### config.mk
export PLATFORM = sky130hd
export DESIGN_NAME = burst_colgen
export DESIGN_NICKNAME = d
export VERILOG_FILES = /design/src/rtl/burst_pkg.sv /design/src/rtl/burst_cfg_decode.sv /design/src/rtl/burst_beat_ctr.sv /design/src/rtl/burst_col_map.sv /design/src/rtl/burst_colgen.sv
export SDC_FILE = /design/constraint.sdc
export NUM_CORES = 1
export LEC_CHECK = 0
export ABC_AREA = 1
export BUFFER_PORTS_ARGS = -buffer_cell sky130_fd_sc_hd__buf_2
export CAP_MARGIN = 5
export CORE_UTILIZATION = 55
export DETAILED_ROUTE_END_ITERATION = 16
export PLACE_DENSITY = 0.79
export SLEW_MARGIN = 30
export SYNTH_ARGS = -nofsm -noshare
export SYNTH_HDL_FRONTEND = slang
export SYNTH_SLANG_ARGS = --single-unit
### constraint.sdc
create_clock -name clk -period 4.36 [get_ports clk]
set_input_delay 1.308 -clock clk [delete_from_list [all_inputs] [get_ports clk]]
set_output_delay 1.308 -clock clk [all_outputs]
set_load 0.1 [all_outputs]
### src/rtl/burst_pkg.sv
package burst_pkg;

    localparam int MAX_COL_W = 16;

    localparam logic [2:0] BLC_1    = 3'b000;
    localparam logic [2:0] BLC_2    = 3'b001;
    localparam logic [2:0] BLC_4    = 3'b010;
    localparam logic [2:0] BLC_8    = 3'b011;
    localparam logic [2:0] BLC_PAGE = 3'b111;

    typedef enum logic {
        ORD_SEQ = 1'b0,
        ORD_XOR = 1'b1
    } order_e;

    typedef struct packed {
        logic [3:0] len_log2;
        logic       page;
        order_e     order;
    } burst_cfg_t;

    // Length code and order bit to burst configuration
    function automatic burst_cfg_t decode_cfg(logic [2:0] code, logic ord);
        burst_cfg_t c;
        c.len_log2 = 4'd0;
        c.page     = 1'b0;
        c.order    = ord ? ORD_XOR : ORD_SEQ;
        case (code)
            BLC_2:    c.len_log2 = 4'd1;
            BLC_4:    c.len_log2 = 4'd2;
            BLC_8:    c.len_log2 = 4'd3;
            BLC_PAGE: begin
                c.page  = 1'b1;
                c.order = ORD_SEQ;
            end
            default:  c.len_log2 = 4'd0;
        endcase
        return c;
    endfunction

    // Mask of the column bits that move within a burst
    function automatic logic [MAX_COL_W-1:0] wrap_mask(burst_cfg_t c);
        logic [MAX_COL_W-1:0] one;
        one = {{(MAX_COL_W-1){1'b0}}, 1'b1};
        if (c.page) begin
            return {MAX_COL_W{1'b1}};
        end
        return (one << c.len_log2) - one;
    endfunction

endpackage

### src/rtl/burst_cfg_decode.sv
module burst_cfg_decode
    import burst_pkg::*;
#(
    parameter int COL_W = 8
) (
    input  logic [2:0]       bl_i,
    input  logic             order_i,
    output burst_cfg_t       cfg_o,
    output logic [COL_W-1:0] mask_o
);
    logic [MAX_COL_W-1:0] full_mask;

    always_comb begin
        cfg_o     = decode_cfg(bl_i, order_i);
        full_mask = wrap_mask(cfg_o);
        mask_o    = full_mask[COL_W-1:0];
    end
endmodule

### src/rtl/burst_beat_ctr.sv
module burst_beat_ctr
    import burst_pkg::*;
#(
    parameter int COL_W = 8
) (
    input  logic             clk,
    input  logic             rst,
    input  logic             cmd_i,
    input  logic             term_i,
    input  logic [COL_W-1:0] start_col_i,
    input  burst_cfg_t       cfg_i,
    input  logic [COL_W-1:0] mask_i,
    output logic             active_o,
    output logic             last_o,
    output logic [COL_W-1:0] idx_o,
    output logic [COL_W-1:0] base_o,
    output logic [COL_W-1:0] mask_o,
    output order_e           order_o
);
    logic             active_q;
    logic             page_q;
    logic [COL_W-1:0] idx_q;
    logic [COL_W-1:0] base_q;
    logic [COL_W-1:0] mask_q;
    order_e           order_q;
    logic             last_beat;

    assign last_beat = active_q && !page_q && (idx_q == mask_q);

    always_ff @(posedge clk) begin
        if (rst) begin
            active_q <= 1'b0;
            page_q   <= 1'b0;
            idx_q    <= '0;
            base_q   <= '0;
            mask_q   <= '0;
            order_q  <= ORD_SEQ;
        end else if (cmd_i) begin
            active_q <= 1'b1;
            page_q   <= cfg_i.page;
            idx_q    <= '0;
            base_q   <= start_col_i;
            mask_q   <= mask_i;
            order_q  <= cfg_i.order;
        end else if (term_i) begin
            active_q <= 1'b0;
        end else if (active_q) begin
            if (last_beat) begin
                active_q <= 1'b0;
            end else begin
                idx_q <= idx_q + 1'b1;
            end
        end
    end

    assign active_o = active_q;
    assign last_o   = last_beat;
    assign idx_o    = idx_q;
    assign base_o   = base_q;
    assign mask_o   = mask_q;
    assign order_o  = order_q;
endmodule

### src/rtl/burst_col_map.sv
module burst_col_map
    import burst_pkg::*;
#(
    parameter int COL_W = 8
) (
    input  logic [COL_W-1:0] base_i,
    input  logic [COL_W-1:0] idx_i,
    input  logic [COL_W-1:0] mask_i,
    input  order_e           order_i,
    output logic [COL_W-1:0] col_o
);
    logic [COL_W-1:0] sum;
    logic [COL_W-1:0] seq_col;
    logic [COL_W-1:0] xor_col;

    assign sum = base_i + idx_i;

    for (genvar b = 0; b < COL_W; b++) begin : g_bit
        assign seq_col[b] = mask_i[b] ? sum[b] : base_i[b];
        assign xor_col[b] = mask_i[b] ? (base_i[b] ^ idx_i[b]) : base_i[b];
    end

    assign col_o = (order_i == ORD_XOR) ? xor_col : seq_col;
endmodule

### src/rtl/burst_colgen.sv
module burst_colgen
    import burst_pkg::*;
#(
    parameter int COL_W = 8
) (
    input  logic             clk,
    input  logic             rst,
    input  logic             cmd_i,
    input  logic [COL_W-1:0] start_col_i,
    input  logic [2:0]       bl_i,
    input  logic             order_i,
    input  logic             term_i,
    output logic [COL_W-1:0] col_o,
    output logic             beat_valid_o,
    output logic             done_o
);
    burst_cfg_t       cfg;
    logic [COL_W-1:0] cmd_mask;
    logic             active;
    logic             last;
    logic [COL_W-1:0] idx;
    logic [COL_W-1:0] base;
    logic [COL_W-1:0] run_mask;
    order_e           run_order;

    burst_cfg_decode #(.COL_W(COL_W)) u_dec (
        .bl_i    (bl_i),
        .order_i (order_i),
        .cfg_o   (cfg),
        .mask_o  (cmd_mask)
    );

    burst_beat_ctr #(.COL_W(COL_W)) u_ctr (
        .clk         (clk),
        .rst         (rst),
        .cmd_i       (cmd_i),
        .term_i      (term_i),
        .start_col_i (start_col_i),
        .cfg_i       (cfg),
        .mask_i      (cmd_mask),
        .active_o    (active),
        .last_o      (last),
        .idx_o       (idx),
        .base_o      (base),
        .mask_o      (run_mask),
        .order_o     (run_order)
    );

    burst_col_map #(.COL_W(COL_W)) u_map (
        .base_i  (base),
        .idx_i   (idx),
        .mask_i  (run_mask),
        .order_i (run_order),
        .col_o   (col_o)
    );

    assign beat_valid_o = active;
    assign done_o       = last;
endmodule

### After elaboration in Yosys (flattened, before gate mapping)

Index checks and enable logic that the tools add are counted.

* shift operators: 1
* equality and inequality tests: 5
* reductions and logical operators: 5
* muxes and demuxes: 27
* add/sub/neg operators: 3
* bitwise gates (word level): 10

Operators with widths (count)
* $mux W8: 3
* $mux W1: 22
* $add A8 B1 Y8 const B: 1
* $add A8 B8 Y8: 1
* $eq A8 B8 Y1: 1
* $shl A1 B2 Y8 const A: 1
* $sub A8 B1 Y8 const B: 1
* $xor A1 B1 Y1: 8
* $eq A3 B2 Y1 const B: 2
* $pmux W2 S3: 1
* $eq A3 B1 Y1 const B: 1
* $eq A3 B3 Y1 const B: 1
* $reduce_and A3 Y1: 1
* $logic_and A1 B1 Y1: 2
* $mux W2: 1
* $not A1 Y1: 2
* $reduce_or A2 Y1: 1
* $logic_not A1 Y1: 1

* input bits: 16
* register bits: 27
* logic and storage cells: 57
* output and inout bits: 10

### Longest topological paths before layout

Gate-level depths: netlist of the first run.

* depth in word-level cells: 7
* depth in mapped cells: 10
* gate-level depth less buffers: 9

### Hierarchy

From an unflattened synthesis of the first run, not the netlist that was laid out.

* cells, all modules: 319
* area, all modules: 1935.6 sq um

Modules (own cells, without submodules)
* burst_beat_ctr: cells an instance 196, seq. area each 540.5 sq um, instances 1, area an instance 1295.0 sq um
* burst_col_map: cells an instance 102, seq. area each 0.0 sq um, instances 1, area an instance 528.0 sq um
* burst_cfg_decode: cells an instance 21, seq. area each 0.0 sq um, instances 1, area an instance 112.6 sq um

### Worst setup path after synthesis of the first run

Ideal clock, no wire load.

* path type: reg2out
* from: register u_ctr.idx_q[0], in the netlist u_ctr.idx_o[0]
* to: output port col_o[6]
* path slack: -322 ps
* data required time: 3052 ps
* cell stages (with the launch flop): 7
* buffers on the path: 0
* arrival: 3374 ps
* cell sequence: dfxtp_1 -> ha_1 -> inv_1 -> fa_1 -> nor3_1 -> o21ai_0 -> o21ai_0

* cells in the longest elaborated chain, start to end: 3

RTL lines
* from (decl): line burst_beat_ctr.sv:22 `logic [COL_W-1:0] idx_q;`
* from (signal assigned): line burst_beat_ctr.sv:51 `idx_q <= idx_q + 1'b1;`
* $add A8 B8 Y8: line burst_col_map.sv:16 `assign sum = base_i + idx_i;`
* $mux W1: line burst_col_map.sv:19 `assign seq_col[b] = mask_i[b] ? sum[b] : base_i[b];`
* $mux W8: line burst_col_map.sv:23 `assign col_o = (order_i == ORD_XOR) ? xor_col : seq_col;`
* to (decl): line burst_colgen.sv:13 `output logic [COL_W-1:0] col_o,`

No other way between the ends.

### Worst setup path after layout of the first run

* from: register u_ctr.idx_q[0], in the netlist u_ctr.idx_o[0]
* to: output port col_o[4]

The elaborated chain is that of the path after synthesis.

==> out/metrics.yaml, run 1 <==
clock_latency_ps: 330
final_layout_size_suffix_gt1_share_pct: 15.45
synth_edf_count: 0
worstHoldStart: "u_ctr.mask_o[1]$_SDFFE_PP0P_"
min_period_ps: 3625
crit_path_start: "u_ctr.idx_o[0]$_SDFFE_PP0P_"
synth-seq-cells: 22
tns_ps: 0
via_per_inst: 5.051
cts.clk_slew.worst_paths_ps: 140
overflow: 0
timing.slew.headroom_pct: 66.73
netlist_area_sq_um: 1451
hold_viol_final: 0
num-nets-final: 272
holdPathEnd: "u_ctr.mask_o[1]$_SDFFE_PP0P_"
power.switching_mw: 0.1859
synth.distinct_cells: 26
grt_pass1_vias: 1174
drt_iter0_drc: 28
swShare_pct: 35.74
cp.required_ps: 3050
hold_path_depth: 2
grt_antenna_before_repair: 0
path_class: "flop to output pin"
p_int_mw: 0.3342
setup_violations: 0
synth_largest_area_cell: "dfxtp_1"
pwr-share-comb_pct: 25.6
syn_avg_cell_area_sq_um: 6.508
rsz0062_at_grt: "false"
syn2layout_area_growth_pct: 11.98
gp_congestion: 0.7974
muxShareOfSynthArea_pct: 1.379
critPathCaptureType: "output pin"
num_io_pins: 26
regToRegEndpoint: "u_ctr.idx_o[0]$_SDFFE_PP0P_"
core_area_sq_um: 2477
grt_pass1_wl_um: 4968
yosys_most_used_dff: "dfxtp_1"
root_buffer: "clkbuf_4"
die_y_um: 53.37
synth_xor_xnor_area_share_pct: 2.414
port-buffer-count: 25
reg2reg_from: "u_ctr.active_o$_SDFF_PP0_"
post_cts_buffers: 0
pwr-share-seq_pct: 42.7
placed_area_sq_um: 1573
synth_nets: 248
cellPowerDensity_nw_per_um2: 320.0
start_kind: "flop"
cts.sinks: 22
r2r_slack_ps: 2780
synth_top_area_share_pct: 30.34
synthCells: 223
synthTopCellsByCount: "nand2_1 (55), nor2_1 (37), inv_1 (25), dfxtp_1 (22), o21ai_0 (21)"
route.detailed.drc: 0
wl_per_cell_um: 10.88
num_rows: 18
finalClockSkew_ps: 10.39
p_clk_share_pct: 31.7
yosys.area_share.simple_pct: 33.36
synth_compound_gate_area_share_pct: 14.14
yosys_warnings: 0
initial_core_util_pct: 58.59
cp.arrival_ps: 2320
reg2reg_depth: 7
ant_nets: 0
ys_seq_area_share_pct: 30.34
synth.most_common_cell: "nand2_1"
timing.fmax_mhz: 275.8
final_area_sq_um: 1625
drt-pass1-iter-count: 4
cts_tree: "done"
drv_cap: 0
hpwl_um: 2308
post_cts_resize_count: 0
synth-adder-area-share_pct: 8.276
finalMaxSlewViolations: 0
cts_made_buffers: 3
tightest_slew_ps: 497.2
ir_worst_vdd_mv: 0.2857
die-width_um: 53.37
vias: 1394
synth_area_leaders: "dfxtp_1 (30%), nand2_1 (14%), nor2_1 (9.6%)"
synthArstFlopShare_pct: 0
grt_max_degree: 15
worstPathMaxFanout: 4
htreeDepth: 1
leakagePower_nw: 0.7955
die_area_sq_um: 2848
final.period_utilization_pct: 83.15
antennaDiodeCount: 0
cts-hold-fix-buffers: 0
outcome: "finished clean"
clock_path_buffers: 2
hold_class: "flop to flop"
synth_top_family_by_area: "simple AND/OR/NAND/NOR gates"
wl_um: 3003
grt_usage_pct: 23.94
cells by family after synthesis:
family	Yosys count
buffers and inverters	34
AOI/OAI and AO/OA	38
muxes	2
adders and majority gates	9
xor gates and xnor gates	4
DFF	22
and+or+nand+nor	114
cell type report:
class                           count  area, sq um
Fill cell                         245        852.1
Inverter                           28        105.1
Clock inverter                      1        30.03
Tap cell                           30        37.54
Clock buffer                        3        22.52
Timing Repair Buffer               25        125.1
Sequential cell                    22        440.4
Multi-Input combinational cell    167        864.6
per-layer routing:
metal	vias up	wire length [um]	track usage [%]
met5	-	0	0
met2	22	1396	39.79
met4	0	47	7.895
li1	764	-	-
met3	5	80	3.448
met1	603	1478	31.20
critical path, cell delays in order (launching register included):
cell	delay, ps
dfxtp_1	430
ha_1	190
inv_1	50
fa_1	400
o21ai_0	190
nand2_1	90
o211ai_1	80
o21ai_0	100
inv_1	50
buf_2	410
power by group through the flow:
stage | combinational, mW | sequential (mW) | clock (mW)
2_1_floorplan | 0.110 | 0.226 | 0
3_3_place_gp | 0.133 | 0.226 | 0
3_5_place_dp | 0.133 | 0.226 | 0
4_1_cts | 0.134 | 0.222 | 0.168
5_1_grt | 0.144 | 0.224 | 0.173
6_report | 0.133 | 0.222 | 0.165
stage by stage:
step	utilization (%)	total power [mW]	cells	hold slack, ps	setup WS, ps
5_1_grt	65.61	0.5409	276	589.9	544.3
3_5_place_dp	63.48	0.3594	272	529.1	1117
4_1_cts	65.61	0.5234	276	548.2	713.3
6_report	65.61	0.5200	276	545.2	734.6
2_1_floorplan	-	0.3356	223	474.5	429.3
3_3_place_gp	63.48	0.3587	272	523.4	1142
layout by cell type (no fill, tap or decap), drive strengths merged:
cell type  synthesis  final
a211oi             1      1
a21oi             11     11
a221oi             1      1
buf                3     25
bufinv             0      1
clkbuf             3      3
clkinv             1      1
dfxtp             22     22
fa                 1      1
ha                 8      8
inv               27     27
mux2i              2      2
nand2             55     55
nand3             12     12
nand4              4      4
nor2              40     40
nor3               3      3
o211ai             2      2
o21a               1      1
o21ai             21     21
o22ai              1      1
xnor2              3      3
xor2               1      1
flip-flops by register name (all words and copies together) (netlist names):
signal,cells
u_ctr.base_o,8
u_ctr.idx_o,8
u_ctr.mask_o,3
u_ctr.active_o,1
u_ctr.order_o,1
u_ctr.page_q,1
worst max-delay path by stage:
stage                     slack [ps]  endpoint
after floorplan                  430  col_o[6]
after global placement          1140  col_o[4]
after detailed placement        1120  col_o[4]
after CTS                        710  col_o[4]
after global routing             540  col_o[4]
final                            730  col_o[4]
Power figures use the tool's default switching activity.
==> inputs of run 2 (changes only) <==
==> constraint.sdc (replaced) <==
create_clock -name clk -period 3.6 [get_ports clk]
set_input_delay 1.08 -clock clk [delete_from_list [all_inputs] [get_ports clk]]
set_output_delay 1.08 -clock clk [all_outputs]
set_load 0.1 [all_outputs]
==> out/metrics.yaml, run 2 (synthesis gave the netlist of run 1 again) <==
worstPathMaxFanout: 4  # unchanged
post_cts_resize_count: 0  # unchanged
r2r_slack_ps: 2150  # -630 ps
fillCellCount: 248  # +1.2%
cts_made_buffers: 3  # unchanged
hold_viol_final: 0  # unchanged
ant_nets: 0  # unchanged
initial_core_util_pct: 58.59  # unchanged
cp.arrival_ps: 2300  # -20 ps
htreeDepth: 1  # unchanged
path_class: "flop to output pin"
die_y_um: 53.37  # unchanged
finalClockSkew_ps: 13.60  # +3.213 ps
route.detailed.drc: 0  # unchanged
wl_um: 3195  # +6.4%
wl_per_cell_um: 11.53  # +6.0%
start_kind: "flop"
leakagePower_nw: 0.7964  # +0.12%
final_cell_mix: "nand2_1 (55), nor2_1 (37), inv_1 (25), buf_2 (25), dfxtp_1 (22)"
setup_violations: 0  # unchanged
tightest_slew_ps: 522.8  # +25.60 ps
grt_pass1_wl_um: 5347  # +7.6%
crit_chain: "ha_1 -> inv_1 -> fa_1 -> o21ai_0 -> nand2_1 -> o211ai_1 -> o21ai_0 -> inv_1 -> buf_2"
placed_area_sq_um: 1592  # +1.2%
seq_area_sq_um: 440.4  # unchanged
num_io_pins: 26  # unchanged
cts-hold-fix-buffers: 0  # unchanged
vias: 1477  # +6.0%
port-buffer-count: 25  # unchanged
overflow: 0  # unchanged
cts.clk_slew.worst_paths_ps: 140  # about the same
cts_tree: "done"
syn2layout_area_growth_pct: 13.28
antennaDiodeCount: 0  # unchanged
cp_num_buf_inv: 3  # unchanged
grt_max_degree: 15  # unchanged
core_area_sq_um: 2477  # unchanged
grt_pass1_vias: 1245  # +6.0%
clock_path_buffers: 2  # unchanged
hold_class: "flop to flop"
num-nets-final: 273  # +0.37%
rsz0062_at_grt: "false"
cts.sinks: 22  # unchanged
gp_congestion: 0.8021  # +0.59%
cp.required_ps: 2520  # -530 ps
drt_iter0_drc: 33  # +18%
post_cts_buffers: 0  # unchanged
grt_usage_pct: 25.92  # +2.0 points
final_layout_size_suffix_gt1_share_pct: 17.00  # +1.6 points
min_period_ps: 3381
critPathMaxStageDelay_ps: 420  # about the same
drt-pass1-iter-count: 4  # unchanged
via_per_inst: 5.332  # +5.6%
multiInputGateArea_sq_um: 875.8  # +1.3%
outcome: "finished clean"
critPathCaptureType: "output pin"
cellPowerDensity_nw_per_um2: 383.2  # +20%
die-width_um: 53.37  # unchanged
root_buffer: "clkbuf_4"
hpwl_um: 2415  # +4.6%
layout_commonest_cell: "nand2_1"
final.period_utilization_pct: 93.92
final_area_sq_um: 1644  # +1.2%
timing.slew.headroom_pct: 65.02  # -1.7 points
finalMaxSlewViolations: 0  # unchanged
cp_top_family: "adder cells"
num_rows: 18  # unchanged
timing.fmax_mhz: 295.8
critPathSlowestCell: "dfxtp_1"
ir_worst_vdd_mv: 0.2920  # +2.2%
clock_latency_ps: 320  # about the same
grt_antenna_before_repair: 0  # unchanged
die_area_sq_um: 2848  # unchanged
tns_ps: 0  # unchanged
drv_cap: 0  # unchanged
[run 2: cell count changes in the layout (fill, tap and decap cells not counted)]
cell / delta
a21oi_1: -1
a21oi_2: +1
buf_4: +1
mux2i_1: -1
mux2i_2: +1
o21ai_1: -1
o21ai_2: +1
[run 2: area by class of cell]
class                           instances  share of cell area (%)
Tap cell                               30                   2.283
Clock inverter                          1                   1.826
Multi-Input combinational cell        167                   53.27
Timing Repair Buffer                   26                   8.067
Sequential cell                        22                   26.79
Clock buffer                            3                   1.370
Inverter                               28                   6.393
[run 2: worst min-delay path: stages, from the launching register on]
cell	delay (ps)
dfxtp_1	360
inv_1	80
a211oi_1	70
[run 2: per-layer routing]
metal,routed length [um],vias up,part of all wire (%),GRT usage (%)
li1,-,767,-,-
met3,107,5,3.3,3.448
met4,44,0,1.4,7.895
met2,1443,33,45,42.92
met5,0,-,0,0
met1,1599,672,50,34.31
[run 2: stage by stage]
stage | utilization (%) | setup slack, ps | hold slack (ps) | cells | total power [mW]
2_1_floorplan | - | 31.29 | 474.5 | 223 | 0.4086
3_3_place_gp | 64.24 | 612.7 | 516.6 | 273 | 0.4375
3_5_place_dp | 64.24 | 605.1 | 514.9 | 273 | 0.4392
4_1_cts | 66.36 | 200.3 | 538.0 | 277 | 0.6322
5_1_grt | 66.36 | 77.07 | 556.9 | 277 | 0.6567
6_report | 66.36 | 218.9 | 538.4 | 277 | 0.6300
[run 2: worst paths after layout]
kind	startpoint	to	depth (start not counted)
max	u_ctr.idx_o[0]$_SDFFE_PP0P_	col_o[4]	9
max reg2reg	u_ctr.mask_o[2]$_SDFFE_PP0P_	u_ctr.idx_o[0]$_SDFFE_PP0P_	9
min	u_ctr.mask_o[1]$_SDFFE_PP0P_	u_ctr.mask_o[1]$_SDFFE_PP0P_	2
min reg2reg	u_ctr.mask_o[1]$_SDFFE_PP0P_	u_ctr.mask_o[1]$_SDFFE_PP0P_	2
[run 2: power by group]
| group | leakage [nW] | switching, mW | internal, mW | total (mW) |
|---|---|---|---|---|
| clock network | 0.0279 | 0.0824 | 0.113 | 0.195 |
| registers | 0.181 | 0.0118 | 0.255 | 0.267 |
| logic | 0.588 | 0.129 | 0.0387 | 0.168 |
| total | 0.796 | 0.223 | 0.407 | 0.630 |
==> inputs of run 3 (changes only) <==
--- a/config.mk
+++ b/config.mk
@@ -5,12 +5,11 @@
 export SDC_FILE = /design/constraint.sdc
 export NUM_CORES = 1
 export LEC_CHECK = 0
-export ABC_AREA = 1
 export BUFFER_PORTS_ARGS = -buffer_cell sky130_fd_sc_hd__buf_2
 export CAP_MARGIN = 5
-export CORE_UTILIZATION = 55
+export CORE_UTILIZATION = 54
 export DETAILED_ROUTE_END_ITERATION = 16
-export PLACE_DENSITY = 0.79
+export PLACE_DENSITY = 0.78
 export SLEW_MARGIN = 30
 export SYNTH_ARGS = -nofsm -noshare
 export SYNTH_HDL_FRONTEND = slang
==> out/metrics.yaml, run 3 <==
hold_class: "flop to flop"
final_cell_mix: "nor2_1 (24), buf_2 (22), dfxtp_1 (21)"
min_period_ps: 3434  # +52.93 ps
grt_pass1_wl_um: 5064  # -5.3%
path_depth: 7  # -2
timing.slew.headroom_pct: 67.64  # +2.6 points
wl_um: 2908  # -9.0%
synth_largest_area_cell: "dfxtp_1"
overflow: 0  # unchanged
port-buffer-count: 25  # unchanged
gp_congestion: 0.8092  # +0.89%
post_cts_buffers: 0  # unchanged
worstHoldStart: "u_ctr.mask_o[1]$_SDFFE_PP0P_"
cts.clk_slew.worst_paths_ps: 120  # -20 ps
initial_core_util_pct: 59.64  # +1.1 points
cts.sinks: 22  # unchanged
clock_latency_ps: 300  # -20 ps
core_area_sq_um: 2297  # -7.3%
outcome: "finished clean"
num-nets-final: 215  # -21%
grt_usage_pct: 24.74  # -1.2 points
die_y_um: 52.37  # -1.9%
ys_seq_area_share_pct: 32.15  # +1.8 points
cp.required_ps: 2520  # about the same
whs_ps: 541.3  # +2.940 ps
regToRegEndpoint: "u_ctr.idx_o[1]$_SDFFE_PP0P_"
final.period_utilization_pct: 95.39  # +1.5 points
tightest_slew_ps: 488.8  # -33.97 ps
wl_per_cell_um: 13.46  # +17%
route.detailed.drc: 0  # unchanged
hold_viol_final: 0  # unchanged
critPathSlowestCell: "ha_1"
cp.arrival_ps: 2350  # +50 ps
synth-seq-cells: 22  # unchanged
clock_path_buffers: 2  # unchanged
fillCellCount: 209  # -16%
path_class: "flop to output pin"
cp_num_buf_inv: 1  # -2
crit_chain: "ha_1 -> a21oi_1 -> o21a_1 -> o31ai_1 -> a311o_1 -> xor2_2 -> clkbuf_4"
syn_avg_cell_area_sq_um: 8.303  # +28%
grt_max_degree: 18  # +3
cts-hold-fix-buffers: 0  # unchanged
critPathMaxStageDelay_ps: 380  # -40 ps
holdPathEnd: "u_ctr.mask_o[1]$_SDFFE_PP0P_"
yosys_warnings: 0  # unchanged
antennaDiodeCount: 0  # unchanged
cp_top_family: "compound AO/OA/AOI/OAI gates"
post_cts_resize_count: 0  # unchanged
synth_top_area_share_pct: 32.15  # +1.8 points
worstPathMaxFanout: 6  # +2
synth_edf_count: 0  # unchanged
r2r_slack_ps: 2070  # -80 ps
die_area_sq_um: 2743  # -3.7%
die-width_um: 52.37  # -1.9%
critPathCaptureType: "output pin"
hold_path_depth: 2  # unchanged
cts_made_buffers: 3  # unchanged
timing.fmax_mhz: 291.2  # -1.5%
drt_iter0_drc: 17  # -48%
tns_ps: 0  # unchanged
synthArstFlopShare_pct: 0  # unchanged
ir_worst_vdd_mv: 0.2279  # -22%
netlist_area_sq_um: 1370  # -5.6%
final_layout_size_suffix_gt1_share_pct: 20.74  # +3.7 points
cellPowerDensity_nw_per_um2: 327.1  # -15%
synth_nets: 190  # -23%
syn2layout_area_growth_pct: 13.52
ant_nets: 0  # unchanged
drv_cap: 0  # unchanged
num_io_pins: 26  # unchanged
num_rows: 17  # -1
grt_pass1_vias: 1167  # -6.3%
synth.distinct_cells: 42  # +62%
reg2reg_depth: 5  # -4
finalClockSkew_ps: 9.995  # -3.604 ps
synth.most_common_cell: "nor2_1"
multiInputGateArea_sq_um: 889.6  # +1.6%
synthCells: 165  # -26%
synthTopCellsByCount: "nor2_1 (25), dfxtp_1 (22), a21oi_1 (16), nand2_1 (12), mux2i_1 (9)"
seq_area_sq_um: 441.7  # +0.28%
via_per_inst: 5.611  # +5.2%
drt-pass1-iter-count: 4  # unchanged
setup_violations: 0  # unchanged
layout_commonest_cell: "nor2_1"
htreeDepth: 1  # unchanged
root_buffer: "clkbuf_4"
yosys_most_used_dff: "dfxtp_1"
cts_tree: "done"
synth_area_leaders: "dfxtp_1 (32%), ha_1 (7.3%), nor2_1 (6.8%)"
start_kind: "flop"
hpwl_um: 2189  # -9.4%
leakagePower_nw: 0.6858  # -14%
reg2reg_from: "u_ctr.idx_o[3]$_SDFFE_PP0P_"
vias: 1212  # -18%
rsz0062_at_grt: "false"
grt_antenna_before_repair: 0  # unchanged
finalMaxSlewViolations: 0  # unchanged
run 3: worst register-to-register path: stages, from the launching register on:
cell,delay [ps]
dfxtp_1,400
nor4b_1,320
nand2_1,180
o21ai_4,250
mux2i_1,220
nor2_1,50
run 3: metal layers:
layer	vias up	share of wire (%)	track usage, %
li1	627	-	-
met1	553	49	33.16
met2	28	45	41.14
met3	4	4.3	3.478
met4	0	0.86	6.579
met5	-	0	0
run 3: final cells by class:
class	instances	share of cell area [%]
clock buffers	3	1.448
inverters	7	1.689
multi-input cells	130	57.20
flip-flops and latches	22	28.40
well taps	28	2.253
repair buffers	26	9.010
run 3: cells by family (layout without fill, tap and decap cells):
family                   after synthesis  in the layout  synth area share [%]
adder cells (fa/ha/maj)                9              9                 8.767
flip-flops                            22             22                 32.15
AND/OR/NAND/NOR                       62             62                 21.92
XOR/XNOR                              13             13                 8.311
buffers and inverters                 13             36                 4.749
multiplexers                          10             10                 7.397
AO/OA/AOI/OAI                         36             36                 16.71
run 3: stage by stage:
| step | worst slack [ps] | utilization, % | power, mW | area, sq um | cells |
|---|---|---|---|---|---|
| global route | 12.48 | 67.70 | 0.5332 | 1555 | 216 |
| detailed placement | 357.8 | 66.34 | 0.4025 | 1524 | 213 |
| floorplan | 19.41 | - | 0.3772 | 1395 | 165 |
| CTS | 11.97 | 67.32 | 0.5108 | 1546 | 216 |
| finish | 166.0 | 67.70 | 0.5087 | 1555 | 216 |
| global placement | 437.0 | 66.34 | 0.3998 | 1524 | 213 |
run 3: worst max path at each step:
| stage | startpoint | endpoint | slack (ps) |
|---|---|---|---|
| finish | u_ctr.idx_o[6]$_SDFFE_PP0P_ | col_o[7] | 170 |
| detailed placement | u_ctr.idx_o[0]$_SDFFE_PP0P_ | col_o[4] | 360 |
| global placement | u_ctr.idx_o[0]$_SDFFE_PP0P_ | col_o[4] | 440 |
| floorplan | u_ctr.base_o[1]$_SDFFE_PP0P_ | col_o[1] | 20 |
| global route | u_ctr.idx_o[6]$_SDFFE_PP0P_ | col_o[7] | 10 |
| CTS | u_ctr.idx_o[0]$_SDFFE_PP0P_ | col_o[4] | 10 |
run 3: power by group:
group	switching (mW)	leakage [nW]	internal [mW]
registers	0.0102	0.180	0.253
logic	0.0999	0.492	0.0356
clock network	0.0714	0.0138	0.0389
total	0.182	0.686	0.327
